$ cat config.mk
export PLATFORM = sky130hd
export DESIGN_NAME = rtc_regport
export DESIGN_NICKNAME = d
export VERILOG_FILES = /design/src/rtl/rtc_regport_pkg.sv /design/src/rtl/rtc_alarm_field.sv /design/src/rtl/rtc_byte_store.sv /design/src/rtl/rtc_status_flags.sv /design/src/rtl/rtc_regport.sv
export SDC_FILE = /design/constraint.sdc
export NUM_CORES = 2
export LEC_CHECK = 0
export BUFFER_PORTS_ARGS = -buffer_cell sky130_fd_sc_hd__buf_2
export CORE_MARGIN = 4
export CORE_UTILIZATION = 40
export CTS_CLUSTER_SIZE = 10
export DETAILED_ROUTE_END_ITERATION = 6
export PLACE_DENSITY = 0.66
export SETUP_SLACK_MARGIN = 0.15
export SYNTH_ARGS = -nofsm -noshare
export SYNTH_HDL_FRONTEND = slang
export SYNTH_HIERARCHICAL = 1
export SYNTH_SLANG_ARGS = --single-unit
$ cat constraint.sdc
create_clock -name clk -period 5.39 [get_ports clk]
set_clock_uncertainty 0.2 [all_clocks]
set_input_delay 0.2695 -clock clk [delete_from_list [all_inputs] [get_ports clk]]
set_output_delay 0.2695 -clock clk [all_outputs]
set_load 0.05 [all_outputs]
$ cat src/rtl/rtc_regport_pkg.sv
package rtc_regport_pkg;
    localparam int PTR_W    = 7;
    localparam int BYTE_W   = 8;
    localparam int NUM_LOC  = 1 << PTR_W;
    localparam int NUM_ALM  = 3;

    localparam logic [PTR_W-1:0] IDX_A = 7'd10;
    localparam logic [PTR_W-1:0] IDX_B = 7'd11;
    localparam logic [PTR_W-1:0] IDX_C = 7'd12;
    localparam logic [PTR_W-1:0] IDX_D = 7'd13;

    // alarm byte positions, ordered seconds, minutes, hours
    localparam logic [PTR_W-1:0] IDX_ALM_SEC  = 7'd1;
    localparam logic [PTR_W-1:0] IDX_ALM_MIN  = 7'd3;
    localparam logic [PTR_W-1:0] IDX_ALM_HOUR = 7'd5;

    // control word B fields
    localparam int B_SET  = 7;
    localparam int B_PIE  = 6;
    localparam int B_AIE  = 5;
    localparam int B_UIE  = 4;
    localparam int B_SQWE = 3;

    // control word A
    localparam int A_UIP = 7;

    // flag word C
    localparam int C_IRQ = 7;
    localparam int C_PF  = 6;
    localparam int C_AF  = 5;
    localparam int C_UF  = 4;

    localparam logic [BYTE_W-1:0] RST_A = 8'h26;
    localparam logic [BYTE_W-1:0] RST_B = 8'h02;
    localparam logic [BYTE_W-1:0] VAL_D = 8'h80;

    typedef struct packed {
        logic [PTR_W-1:0]  ptr;
        logic [BYTE_W-1:0] a;
        logic [BYTE_W-1:0] b;
    } ctrl_regs_t;

    typedef struct packed {
        logic irqf;
        logic pf;
        logic af;
        logic uf;
    } flags_t;
endpackage

$ cat src/rtl/rtc_alarm_field.sv
module rtc_alarm_field #(
    parameter int W = 8
) (
    input  logic [W-1:0] alarm_byte,
    input  logic [W-1:0] now_byte,
    output logic         hit
);
    logic any_value;

    always_comb begin
        any_value = &alarm_byte[W-1:W-2];
        hit       = any_value || (alarm_byte == now_byte);
    end
endmodule

$ cat src/rtl/rtc_byte_store.sv
module rtc_byte_store
    import rtc_regport_pkg::*;
#(
    parameter int DEPTH = NUM_LOC,
    parameter int AW    = $clog2(DEPTH),
    parameter int DW    = BYTE_W
) (
    input  logic                      clk,
    input  logic                      rst_n,
    input  logic                      we,
    input  logic [AW-1:0]             ptr,
    input  logic [DW-1:0]             wdata,
    output logic [DW-1:0]             rdata,
    output logic [NUM_ALM-1:0][DW-1:0] alarm_bytes
);
    localparam logic [NUM_ALM-1:0][AW-1:0] TAP_IDX = {IDX_ALM_HOUR, IDX_ALM_MIN, IDX_ALM_SEC};

    logic [DW-1:0] mem_q [DEPTH];
    logic [DW-1:0] mem_d [DEPTH];

    always_comb begin
        for (int i = 0; i < DEPTH; i++) begin
            mem_d[i] = mem_q[i];
        end
        if (we) begin
            mem_d[ptr] = wdata;
        end
    end

    always_ff @(posedge clk) begin
        for (int i = 0; i < DEPTH; i++) begin
            if (!rst_n) begin
                mem_q[i] <= '0;
            end else begin
                mem_q[i] <= mem_d[i];
            end
        end
    end

    assign rdata = mem_q[ptr];

    for (genvar g = 0; g < NUM_ALM; g++) begin : g_tap
        assign alarm_bytes[g] = mem_q[TAP_IDX[g]];
    end
endmodule

$ cat src/rtl/rtc_status_flags.sv
module rtc_status_flags
    import rtc_regport_pkg::*;
(
    input  logic              clk,
    input  logic              rst_n,
    input  logic              clr,
    input  logic              evt_periodic,
    input  logic              evt_update,
    input  logic              alarm_hit,
    input  logic              en_periodic,
    input  logic              en_alarm,
    input  logic              en_update,
    output logic [BYTE_W-1:0] flag_byte,
    output logic              irq
);
    flags_t flg_d, flg_q;
    logic   alarm_evt;
    logic   req_any;

    always_comb begin
        alarm_evt = evt_update && alarm_hit;
        req_any   = (evt_periodic && en_periodic) ||
                    (alarm_evt    && en_alarm)    ||
                    (evt_update   && en_update);
        // the clear acts first so an event in the same cycle survives
        flg_d      = clr ? '0 : flg_q;
        flg_d.pf   = flg_d.pf   | evt_periodic;
        flg_d.uf   = flg_d.uf   | evt_update;
        flg_d.af   = flg_d.af   | alarm_evt;
        flg_d.irqf = flg_d.irqf | req_any;
    end

    always_ff @(posedge clk) begin
        if (!rst_n) begin
            flg_q <= '0;
        end else begin
            flg_q <= flg_d;
        end
    end

    always_comb begin
        flag_byte        = '0;
        flag_byte[C_IRQ] = flg_q.irqf;
        flag_byte[C_PF]  = flg_q.pf;
        flag_byte[C_AF]  = flg_q.af;
        flag_byte[C_UF]  = flg_q.uf;
    end

    assign irq = flg_q.irqf;
endmodule

$ cat src/rtl/rtc_regport.sv
module rtc_regport
    import rtc_regport_pkg::*;
(
    input  logic              clk,
    input  logic              rst_n,
    input  logic              bus_addr,
    input  logic              bus_rd,
    input  logic              bus_wr,
    input  logic [BYTE_W-1:0] bus_wdata,
    output logic [BYTE_W-1:0] bus_rdata,
    input  logic              evt_periodic,
    input  logic              evt_uip_start,
    input  logic              evt_update,
    input  logic [BYTE_W-1:0] cur_sec,
    input  logic [BYTE_W-1:0] cur_min,
    input  logic [BYTE_W-1:0] cur_hour,
    output logic              irq,
    output logic [BYTE_W-1:0] ctrl_a,
    output logic [BYTE_W-1:0] ctrl_b
);
    ctrl_regs_t regs_d, regs_q;

    logic                       ptr_wr, data_wr, data_rd;
    logic                       sel_a, sel_b, sel_c, sel_d;
    logic                       store_we;
    logic [BYTE_W-1:0]          store_rdata;
    logic [BYTE_W-1:0]          flag_byte;
    logic [NUM_ALM-1:0][BYTE_W-1:0] alarm_bytes;
    logic [NUM_ALM-1:0][BYTE_W-1:0] now_bytes;
    logic [NUM_ALM-1:0]         field_hit;
    logic                       alarm_hit;
    logic                       rd_clear;
    logic [PTR_W-1:0]           cur_ptr;

    // ---------------- bus decode ----------------
    always_comb begin
        ptr_wr   = bus_wr && !bus_addr;
        data_wr  = bus_wr &&  bus_addr;
        data_rd  = bus_rd &&  bus_addr;
        sel_a    = (regs_q.ptr == IDX_A);
        sel_b    = (regs_q.ptr == IDX_B);
        sel_c    = (regs_q.ptr == IDX_C);
        sel_d    = (regs_q.ptr == IDX_D);
        store_we = data_wr && !(sel_a || sel_b || sel_c || sel_d);
        rd_clear = data_rd && sel_c;
    end

    // ---------------- next state ----------------
    always_comb begin
        regs_d = regs_q;

        if (ptr_wr) begin
            regs_d.ptr = bus_wdata[PTR_W-1:0];
        end

        if (data_wr && sel_a) begin
            regs_d.a = {regs_q.a[A_UIP], bus_wdata[A_UIP-1:0]};
        end

        if (evt_uip_start && !regs_q.b[B_SET]) begin
            regs_d.a[A_UIP] = 1'b1;
        end
        if (evt_update) begin
            regs_d.a[A_UIP] = 1'b0;
        end

        if (data_wr && sel_b) begin
            regs_d.b = bus_wdata;
            if (bus_wdata[B_SET]) begin
                regs_d.b[B_UIE] = 1'b0;
                regs_d.a[A_UIP] = 1'b0;
            end
        end
    end

    always_ff @(posedge clk) begin
        if (!rst_n) begin
            regs_q.ptr <= '0;
            regs_q.a   <= RST_A;
            regs_q.b   <= RST_B;
        end else begin
            regs_q <= regs_d;
        end
    end

    // ---------------- storage ----------------
    rtc_byte_store #(
        .DEPTH (NUM_LOC),
        .AW    (PTR_W),
        .DW    (BYTE_W)
    ) u_store (
        .clk         (clk),
        .rst_n       (rst_n),
        .we          (store_we),
        .ptr         (regs_q.ptr),
        .wdata       (bus_wdata),
        .rdata       (store_rdata),
        .alarm_bytes (alarm_bytes)
    );

    // ---------------- alarm compare ----------------
    assign now_bytes = {cur_hour, cur_min, cur_sec};

    for (genvar g = 0; g < NUM_ALM; g++) begin : g_alarm
        rtc_alarm_field #(.W(BYTE_W)) u_field (
            .alarm_byte (alarm_bytes[g]),
            .now_byte   (now_bytes[g]),
            .hit        (field_hit[g])
        );
    end

    assign alarm_hit = &field_hit;

    // ---------------- flags and interrupt ----------------
    rtc_status_flags u_flags (
        .clk          (clk),
        .rst_n        (rst_n),
        .clr          (rd_clear),
        .evt_periodic (evt_periodic),
        .evt_update   (evt_update),
        .alarm_hit    (alarm_hit),
        .en_periodic  (regs_q.b[B_PIE]),
        .en_alarm     (regs_q.b[B_AIE]),
        .en_update    (regs_q.b[B_UIE]),
        .flag_byte    (flag_byte),
        .irq          (irq)
    );

    // ---------------- read mux ----------------
    always_comb begin
        if (!bus_addr) begin
            bus_rdata = '1;
        end else if (sel_a) begin
            bus_rdata = regs_q.a;
        end else if (sel_b) begin
            bus_rdata = regs_q.b;
        end else if (sel_c) begin
            bus_rdata = flag_byte;
        end else if (sel_d) begin
            bus_rdata = VAL_D;
        end else begin
            bus_rdata = store_rdata;
        end
    end

    assign cur_ptr = regs_q.ptr;
    assign ctrl_a  = regs_q.a;
    assign ctrl_b  = regs_q.b;
endmodule

Word-level counts from Yosys, hierarchy flattened. Memory sizes are Yosys's and may differ from the RTL's. A register that Yosys moved wholly into a read port is not among the register bits. Cells that the tools add are included.

Bits in registers: 27. RAM bits: 1024. Input port bits: 40. Output and inout port bits: 25. Memories kept: 1.

$lt $le $gt $ge: 2. Equal/unequal tests: 7. Mux-type cells: 147. Bitwise gates (word level): 133. Reduce and logical (&&, ||, !) cells: 28.

Memory list: u_store.mem_q (words 128, bits a word 8, rd ports 129, clocked after Yosys merged registers in 1, write ports 128, RTL line rtc_byte_store.sv:18) `logic [DW-1:0] mem_q [DEPTH];`.

Operators by type and width (number): $mux W8 (134); $bwmux W1024 (1); $mux W1024 (1); $or A1 B1 Y1 (132); $demux W8 S7 (1); $eq A7 B4 Y1 const B (4); $eq A8 B8 Y1 (3); $mux W7 (2); $logic_and A1 B1 Y1 (13); $ge A8 B8 Y1 const B (1); $logic_or A1 B1 Y1 (8); $lt A8 B1 Y1 const B (1); $not A7 Y8 (1); $mux W1 (7); $reduce_and A2 Y1 (3); $mux W4 (1); $logic_not A1 Y1 (3); $reduce_and A3 Y1 (1).

Depth between registers and ports, before layout. An unclocked memory read counts as a cell.

Depth in word-level cells: 9. Depth in mapped cells: 15. Depth with buffers taken out: 10.

By module. The synthesis kept the hierarchy.

Modules (own cells, without submodules): rtc_byte_store (instances 1, cells each 5746, area an instance 46270.6 µm², seq. area each 20499.7 µm²); rtc_regport (instances 1, cells each 161, area an instance 1336.3 µm², seq. area each 460.4 µm²); rtc_alarm_field (instances 3, cells each 12, area an instance 91.3 µm², seq. area each 0.0 µm²); rtc_status_flags (instances 1, cells each 20, area an instance 185.2 µm², seq. area each 80.1 µm²).

Least setup slack after synthesis. OpenSTA, ideal clock, no wires.

Kind: flip-flop to output port. Start: register cur_ptr[0] (netlist name). End: output bus_rdata[3]. Arrival time: 3.638 ns. Data required time: 4.921 ns. Setup slack: 1.283 ns. Cell stages (with the launch flop): 16. Buffers on the path: 5. Path through: dfxtp_1 > buf_2 > buf_6 > and2_1 > buf_2 > buf_2 > buf_2 > nand2_1 > a32oi_1 > o21ai_0 > o41ai_1 > a2bb2oi_1 > nor2_1 > a31oi_1 > nor2_1 > o31ai_1.

Longest elaborated chain between the ends: 6. Elaborated cells between the ends (all ways): 9. Those cells by class: eq/ne: 4; mux: 5.

Ends and longest elaborated chain: $eq A7 B4 Y1 (RTL line rtc_regport.sv:43) `sel_d = (regs_q.ptr == IDX_D);`; $mux W8 (RTL line rtc_regport.sv:139) `end else if (sel_d) begin`; $mux W8 (RTL line rtc_regport.sv:137) `end else if (sel_c) begin`; $mux W8 (RTL line rtc_regport.sv:135) `end else if (sel_b) begin`; $mux W8 * (RTL line rtc_regport.sv:133) `end else if (sel_a) begin`; $mux W8 * (RTL line rtc_regport.sv:131) `if (!bus_addr) begin`; end: declaration (RTL line rtc_regport.sv:10) `output logic [BYTE_W-1:0] bus_rdata,`.

Mark *: on every way between the ends. The rest lies on a longest branch, timed or not.

Worst setup path after layout.
Start: register cur_ptr[2] (netlist name). End: output bus_rdata[3].

Longest elaborated chain between the ends: 6. Elaborated cells between the ends (all ways): 9. Those cells by class: eq/ne: 4; mux: 5.

Ends and longest elaborated chain (RTL line): $eq A7 B4 Y1 (rtc_regport.sv:43); $mux W8 (rtc_regport.sv:139); $mux W8 (rtc_regport.sv:137); $mux W8 (rtc_regport.sv:135); $mux W8 * (rtc_regport.sv:133); $mux W8 * (rtc_regport.sv:131).

Marks and branches as above.

==> results.cfg <==
[pwr]
peakVddDrop_v = 0.000323
leakagePower_uw = 0.0163
cellPowerDensity_nw_per_um2 = 305

[sta]
setup_tns_ps = 0
tightest_slew_ps = 1160
finalSetupViolations = 0
min_period_ps = 5320
period_share_pct = 98.6
slew_viol_final = 0
setup_ws_ps = 74.8
clock.fmax_mhz = 188
grt_setup_unrepaired = true
hold_violations = 0
relSlewSlack_pct = 22.7

[synth]
avgSynthCellArea_um2 = 8.06
yosys.area.top_type = dfxtp_1
synth_top_area_share_pct = 43.8
synth_edf_count = 0
synthesis.area_um2 = 48100
synth-seq-cells = 1051
yosysMostFrequentCell = nand2_1
synth_cell_type_count = 73
synth_common_cells = 2180 x nand2_1, 1051 x dfxtp_1, 1024 x a21boi_0
synth_warnings = 6
synth-main-ff-cell = dfxtp_1
synth_area_leaders = dfxtp_1 44%, nand2_1 17%, a21boi_0 16%
syn_inst = 5963
ys_seq_area_share_pct = 43.8
async_flop_share_pct = 0

[clocking]
ctsLongestPathBuffers = 3
clkTransAtPathRegs_ps = 60
cts_sinks = 1051
cts_root_buf = clkbuf_16
clk_latency_ps = 710
cts_tree = built
cts_made_buffers = 117
cts_max_level = 3

[cells_and_area]
regArea_um2 = 21100
design_area_um2 = 53500
multi_input_area_um2 = 25300
fillCellCount = 11500
syn_to_final_growth_pct = 11.2
drive_gt1_share_pct = 7.60
postLayoutCoreUtil_pct = 45.0
fin_nets = 5884

[floorplan]
dieWidth_um = 355
num_rows = 126
start_util_pct = 40.5
ios = 65
die-area_um2 = 126000
die_height_um = 355
core_region_area_um2 = 119000

[detailed_routing]
num_vias = 45800
viasPerCell = 6.13
ant_nets = 0
drcViolationCount = 1
drtPass1Iterations = 7
wl_um = 186000
avgRoutedWirePerCell_um = 24.9
drt_iter0_drc = 6627

[run]
drv_cap = 0

[critical_path]
required_ps = 4920
crit_fanout = 32
path_class = reg2out
crit_top_cell = nor2_1
cp-start-kind = register
cp_slowest_cell = dfxtp_4
cp-end-kind = output port
cpLargestDelayFamily = compound AO/OA/AOI/OAI gates
max_stage_delay_ps = 630
cp.arrival_ps = 4850
cp_num_buf_inv = 3
crit_chain = nor2b_4, buf_12, a221oi_1, o22a_1, o41ai_2, buf_4, a2bb2oi_1, nor2_1, a31oi_1, nor2_1, o31ai_1, buf_2

[place]
hpwl_um = 114000
place_congestion = 0.920
place_area_um2 = 49900
port-buffer-count = 64
dpl_worst_slack_ps = 589

[global_route]
grt_pass1_wl_um = 275000
grt_util_all_layers_pct = 28.1
grt_max_degree = 230
antenna_found_initial = 2
overflow = 0
grt_pass1_vias = 42900

[run_status]
violations = design-rule violations
outcome = finished with violations

[worst_hold_path]
holdCritPathClass = in2reg
==> final cells by class <==
class                           instances  area share [%]
Antenna cell                            2         0.00936
Clock buffer                          142            5.92
Clock inverter                          4           0.133
Inverter                               11          0.0866
Multi-Input combinational cell       4451            47.3
Sequential cell                      1051            39.4
Tap cell                             1600            3.74
Timing Repair Buffer                  212            3.46
==> through the flow <==
step	instances	hold WS (ps)	power, uW
2_1_floorplan	5966	146	8680
3_3_place_gp	7298	248	9170
3_5_place_dp	7298	256	9180
4_1_cts	7463	29.7	16300
5_1_grt	7471	49.5	16700
6_report	7473	40.8	16300
==> kinds of logic after synthesis <==
group           Yosys count  synth area share [%]
compound gates         1670                  26.9
xor+xnor                 24                 0.437
buf+inv                 467                  3.97
flops                  1051                  43.8
mux                     151                  3.77
other cells               1               0.00780
simple gates           2599                  21.1
==> cell usage in the layout (no fill, tap or decap), types with 11 or more instances in the layout <==
cell,instances
mux2i_1,81
a22oi_1,43
buf_12,23
a22o_1,17
clkbuf_16,121
dlygate4sd3_1,16
o221ai_1,44
a31oi_1,12
nand2_1,2180
buf_6,11
a21oi_1,39
o2bb2ai_1,14
nand2b_1,12
nand4_1,17
mux4_2,19
a221oi_1,316
clkbuf_1,15
o21ai_0,31
buf_2,55
nand3_1,97
xnor2_1,24
a21boi_0,1024
mux2_2,51
o211ai_1,11
nor2b_1,26
nor2_1,212
o22ai_1,25
buf_4,105
dfxtp_1,1046
==> per-layer routing <==
layer | track usage, % | wire length (um)
met2 | 42.4 | 79300
met4 | 14.9 | 10900
met5 | 0 | 13
met3 | 6.30 | 21300
met1 | 37.5 | 74800
==> path summary, 6_finish.rpt <==
kind / startpoint / to / slack (ps) / cells past startpoint
max: cur_ptr[2]$_SDFFE_PN0P_ / bus_rdata[3] / 70 / 12
min: bus_wdata[2] / u_store/mem_q[76][2]$_SDFFE_PN0P_ / 40 / 3
max reg2reg: cur_ptr[2]$_SDFFE_PN0P_ / u_store/mem_q[44][6]$_SDFFE_PN0P_ / 940 / 11
min reg2reg: u_store/mem_q[117][0]$_SDFFE_PN0P_ / u_store/mem_q[117][0]$_SDFFE_PN0P_ / 260 / 2
==> power by group <==
part | switching [uW] | internal, uW
clock network | 3160 | 4080
registers | 26.4 | 7780
logic | 914 | 367
==> registers in the layout (all words and copies together) (netlist names) <==
| register | count |
|---|---|
| u_store/mem_q | 1024 |
| ctrl_b | 8 |
| ctrl_a | 8 |
| u_flags/irq | 1 |
| u_flags/flag_byte | 3 |
| cur_ptr | 7 |
==> worst register-to-register path, stage by stage, from the launching register on <==
cell	delay (ps)
dfxtp_4	630
buf_12	490
nand2b_1	390
a21oi_1	80
nor2_1	110
buf_4	180
nor2b_1	260
nand2_1	570
buf_4	450
nor2_1	650
nand2_1	150
a21boi_0	210
==> repair_timing <==
item | 4_1_cts | 5_1_grt
pin swaps | 1 | 0
setup endpoints to repair | 1 | 6
resized for setup | 2 | 6
buffers inserted | 0 | 8
gates cloned | 3 | 0
hold buffers | 16 | 0
endpoints found under the hold margin | 172 | 0
Note: power is estimated with default switching activity, not from simulation.
